`config.mk`:
```
export PLATFORM = sky130hd
export DESIGN_NAME = dev_irq_mask
export DESIGN_NICKNAME = d
export VERILOG_FILES = /design/src/rtl/dev_irq_pkg.sv /design/src/rtl/dev_irq_ctrl.sv /design/src/rtl/dev_irq_dp.sv /design/src/rtl/dev_irq_mask.sv
export SDC_FILE = /design/constraint.sdc
export NUM_CORES = 1
export LEC_CHECK = 0
export BUFFER_PORTS_ARGS = -buffer_cell sky130_fd_sc_hd__buf_2
export CAP_MARGIN = 20
export CORE_AREA = 3 3 40 42
export CTS_BUF_LIST = sky130_fd_sc_hd__clkbuf_4
export DETAILED_ROUTE_END_ITERATION = 16
export DIE_AREA = 0 0 43 45
export PLACE_DENSITY = 0.52
export SETUP_SLACK_MARGIN = 0.3
export SLEW_MARGIN = 40
export SYNTH_ARGS = -nofsm -noshare
export SYNTH_HDL_FRONTEND = slang
export SYNTH_SLANG_ARGS = --single-unit
export TNS_END_PERCENT = 50
```
`constraint.sdc`:
```
create_clock -name clk -period 1.15 [get_ports clk]
set_clock_uncertainty 0.2 [all_clocks]
set_input_delay 0.1725 -clock clk [delete_from_list [all_inputs] [get_ports clk]]
set_output_delay 0.1725 -clock clk [all_outputs]
set_load 0.02 [all_outputs]
```
`src/rtl/dev_irq_pkg.sv`:
```
package dev_irq_pkg;
  typedef struct packed {
    logic setDone;
    logic clrDone;
    logic loadMask;
    logic sample;
  } irqStrobes_t;
endpackage

```
`src/rtl/dev_irq_ctrl.sv`:
```
module dev_irq_ctrl
  import dev_irq_pkg::*;
(
  input  logic        clk,
  input  logic        rstN,
  input  logic        doneSet,
  input  logic        cmdClear,
  input  logic        cmdStart,
  input  logic        maskStrobe,
  input  logic        cycleStart,
  output irqStrobes_t strb
);
  logic clrAny;

  // Either program command empties the completion flag; it beats a completion pulse
  always_comb begin
    clrAny        = cmdClear | cmdStart;
    strb.clrDone  = clrAny;
    strb.setDone  = doneSet & ~clrAny;
    strb.loadMask = maskStrobe;
    strb.sample   = cycleStart;
  end

  p_clr_beats_set_r3: assert property (@(posedge clk) disable iff (!rstN)
    (doneSet && cmdClear) |-> !strb.setDone);
  p_start_clears_r3: assert property (@(posedge clk) disable iff (!rstN)
    cmdStart |-> strb.clrDone);
endmodule

```
`src/rtl/dev_irq_dp.sv`:
```
module dev_irq_dp
  import dev_irq_pkg::*;
#(
  parameter int DATA_W   = 16,
  parameter int MASK_BIT = 0
) (
  input  logic              clk,
  input  logic              rstN,
  input  irqStrobes_t       strb,
  input  logic [DATA_W-1:0] dataBus,
  output logic              doneFlag,
  output logic              disableFlag,
  output logic              intReq,
  output logic              intWait
);
  localparam logic [DATA_W-1:0] SEL_MASK = DATA_W'(1) << MASK_BIT;

  logic doneQ, disQ, waitQ;
  logic doneNext, disNext, reqNext, waitNext;
  logic maskBit;

  // Pick the assigned bit of the broadcast word
  assign maskBit = |(dataBus & SEL_MASK);

  always_comb begin
    doneNext = doneQ;
    if (strb.clrDone)      doneNext = 1'b0;
    else if (strb.setDone) doneNext = 1'b1;
    disNext  = strb.loadMask ? maskBit : disQ;
    reqNext  = doneNext & ~disNext;
    // Capture the current level at a cycle start; any withdrawal kills it now
    waitNext = (strb.sample ? intReq : waitQ) & reqNext;
  end

  always_ff @(posedge clk) begin
    if (!rstN) begin
      doneQ <= 1'b0;
      disQ  <= 1'b0;
      waitQ <= 1'b0;
    end else begin
      doneQ <= doneNext;
      disQ  <= disNext;
      waitQ <= waitNext;
    end
  end

  assign doneFlag    = doneQ;
  assign disableFlag = disQ;
  assign intReq      = doneQ & ~disQ;
  assign intWait     = waitQ;

  p_reset_r1: assert property (@(posedge clk) !rstN |=> (!doneQ && !disQ && !waitQ));
  p_done_set_r2: assert property (@(posedge clk) disable iff (!rstN)
    strb.setDone |=> doneQ);
  p_clear_r3: assert property (@(posedge clk) disable iff (!rstN)
    strb.clrDone |=> (!doneQ && !intWait));
  p_wait_needs_req_r4: assert property (@(posedge clk) disable iff (!rstN)
    intWait |-> intReq);
  p_no_rise_unsampled_r4: assert property (@(posedge clk) disable iff (!rstN)
    (!strb.sample && !waitQ) |=> !waitQ);
  p_mask_load_r5: assert property (@(posedge clk) disable iff (!rstN)
    strb.loadMask |=> (disQ == $past(dataBus[MASK_BIT])));
  p_mask_hold_r5: assert property (@(posedge clk) disable iff (!rstN)
    !strb.loadMask |=> $stable(disQ));
  p_withdraw_r6: assert property (@(posedge clk) disable iff (!rstN)
    $rose(disQ) |-> (!intWait && !intReq));
  p_zero_mask_r8: assert property (@(posedge clk) disable iff (!rstN)
    (strb.loadMask && dataBus == '0) |=> !disQ);
endmodule

```
`src/rtl/dev_irq_mask.sv`:
```
module dev_irq_mask
  import dev_irq_pkg::*;
#(
  parameter int DATA_W   = 16,
  parameter int MASK_BIT = 0
) (
  input  logic              clk,
  input  logic              rstN,
  input  logic              doneSet,
  input  logic              cmdClear,
  input  logic              cmdStart,
  input  logic              maskStrobe,
  input  logic [DATA_W-1:0] dataBus,
  input  logic              cycleStart,
  output logic              doneFlag,
  output logic              disableFlag,
  output logic              intReq,
  output logic              intWait
);
  irqStrobes_t strb;

  dev_irq_ctrl u_ctrl (
    .clk(clk), .rstN(rstN), .doneSet(doneSet), .cmdClear(cmdClear),
    .cmdStart(cmdStart), .maskStrobe(maskStrobe), .cycleStart(cycleStart),
    .strb(strb)
  );

  dev_irq_dp #(.DATA_W(DATA_W), .MASK_BIT(MASK_BIT)) u_dp (
    .clk(clk), .rstN(rstN), .strb(strb), .dataBus(dataBus),
    .doneFlag(doneFlag), .disableFlag(disableFlag),
    .intReq(intReq), .intWait(intWait)
  );
endmodule

```
==> results.ini <==
[status]
status = finished with violations
violations = hold timing, setup timing

[layout]
final_nets = 54
final_cell_area_um2 = 307.8
layout_commonest_cell = buf_2
syn_to_final_growth_pct = 105.0
n_antenna_cell = 0
layout_common_cells = 8 x buf_2, 4 x clkbuf_4, 3 x buf_4
final_util = 0.2395
drive_gt1_frac = 0.8333

[die]
die_y_um = 45
ios = 27
row_count = 13
start_util = 0.1168
die_w_um = 43
core_um2 = 1285
die-area_um2 = 1935

[sta]
tightest_slew_ns = 0.2457
rsz0062_at_grt = yes
fin_setup_tns_ns = -0.04473
max-slew-margin-rel = 0.8339
fin_crit_sh = 1.039
fmax_mhz = 837.0
holdWs_ns = -0.07252
slew_violations = 0
setup_viol = 1
layout_setup_ws_ns = -0.04473
fin_crit_ns = 1.195
hold_viol = 2

[worst_setup_path]
required_ns = 0.78
crit_chain = nor2b_4 > buf_6
r2r_cells = 4
cp_slowest_cell = dfxtp_4
endpoint_kind = output pin
path_max_fanout = 4
cpPeakStageDelay_ns = 0.35
cp-start-kind = register
critical_path_class = reg -> out
arrival_ns = 0.82

[power]
power_density_nw_per_um2 = 1189
irDropWorstVdd_uv = 294.0
p_leak_uw = 0.0001353

[placed_design]
post_dp_cell_area_um2 = 242.7
routabilityCongestion = 0.7364
port_buffers = 11

[yosys]
syn_inst = 13
syn_nets = 36
ys_seq_area_frac = 0.4000
synth_cell_type_count = 10
syn_area_um2 = 150.1
synth_seq_cells = 3
ys_warn_count = 0
avgSynthCellArea_um2 = 11.55

[detailed_routing]
wire_per_inst_um = 9.800
drt_first_pass_iters = 2
drtIter0Drc = 4
wirelength_um = 441
num_vias = 172
remaining_drc_errors = 0
via_per_inst = 3.822
antenna_left = 0

[clock_tree]
cts_buffers = 3
cts_tree = built
numClockSinks = 3
clockBufferDepth = 2
ctsHtreeMaxLevel = 1
insertion_delay_ns = 0.23
cts_root_buffer = clkbuf_4
clkTransAtPathRegs_ns = 0.04

[global_routing]
globalRouteOverflowTotal = 0
grt_usage = 0.05250
grt_pass1_vias = 157
antenna_found_initial = 0
grt_max_degree = 6
grt_pass1_wl_um = 676

[hold_path]
whs_path_depth = 2
min_path_type = in -> reg

[flow_run]
drv_cap = 0

## sequential cells by signal, indices dropped and copies added (netlist names)
signal	flops
u_dp.disableFlag	1
u_dp.doneFlag	1
u_dp.intWait	1
## per-layer routing
layer | GRT usage | vias up | wire [um]
li1 | - | 85 | -
met5 | 0 | - | 0
met2 | 0.05090 | 12 | 167
met3 | 0.02390 | 0 | 69
met1 | 0.06763 | 75 | 204
met4 | 0.07229 | 0 | 0
## cell usage after synthesis
library cell | number | area (um2)
dfxtp_1 | 3 | 60.06
nor2b_1 | 2 | 12.51
a211oi_1 | 1 | 7.510
mux2i_1 | 1 | 10.01
nand2_1 | 1 | 3.750
nor2_1 | 1 | 3.750
nor4b_1 | 1 | 8.760
nor4b_4 | 1 | 23.77
nor4bb_1 | 1 | 10.01
o31a_2 | 1 | 10.01
## layout make-up
class                           instances  area, um2
Sequential cell                         3      68.82
Timing Repair Buffer                   13      85.08
Tap cell                               15      18.77
Fill cell                             149      977.2
Clock buffer                            4      30.03
Multi-Input combinational cell         10      105.1
## worst max-delay path: cells and delay by family (launching register included)
kind | cells | cell delay [ns]
simple gates | 1 | 0.13
buf+inv | 1 | 0.11
flops | 1 | 0.35
## per-stage QoR
step | instances | total power [uW] | worst slack (ns)
after detailed placement | 39 | 151.6 | 0.07054
after global routing | 45 | 383.1 | -0.08239
after CTS | 43 | 372.7 | -0.06087
after global placement | 39 | 151.9 | 0.07379
after floorplan | 13 | 127.7 | 0.06226
final | 45 | 365.9 | -0.04473
## logic make-up after synthesis
kind of cell	after synthesis	synth area share
AO/OA/AOI/OAI	2	0.1167
AND/OR/NAND/NOR	7	0.4166
multiplexers	1	0.06667
flip-flops	3	0.4000
## where the power goes
part	switching [uW]	internal, uW	leakage (uW)
logic	22.4	25.9	0.0000905
clock network	54.0	153	0.0000184
registers	4.56	106	0.0000264
## path summary, 6_finish.rpt
kind / from / slack (ns) / endpoint
worst min register to register: u_dp.disableFlag$_SDFF_PN0_ / 0.37 / u_dp.disableFlag$_SDFF_PN0_
worst max register to register: u_dp.doneFlag$_SDFF_PN0_ / 0 / u_dp.intWait$_SDFF_PN0_
worst max-delay path: u_dp.doneFlag$_SDFF_PN0_ / -0.04 / intReq
worst min-delay path: cmdStart / -0.07 / u_dp.doneFlag$_SDFF_PN0_
## repair_timing
| item | 4_1_cts | 5_1_grt |
|---|---|---|
| buffers inserted | 0 | 2 |
| pin swaps | 2 | 1 |
| gates resized for setup | 5 | 1 |
| endpoints found under the hold margin | 2 | 1 |
| setup endpoints to repair | 7 | 7 |
Note: power is estimated with default switching activity, not from simulation.
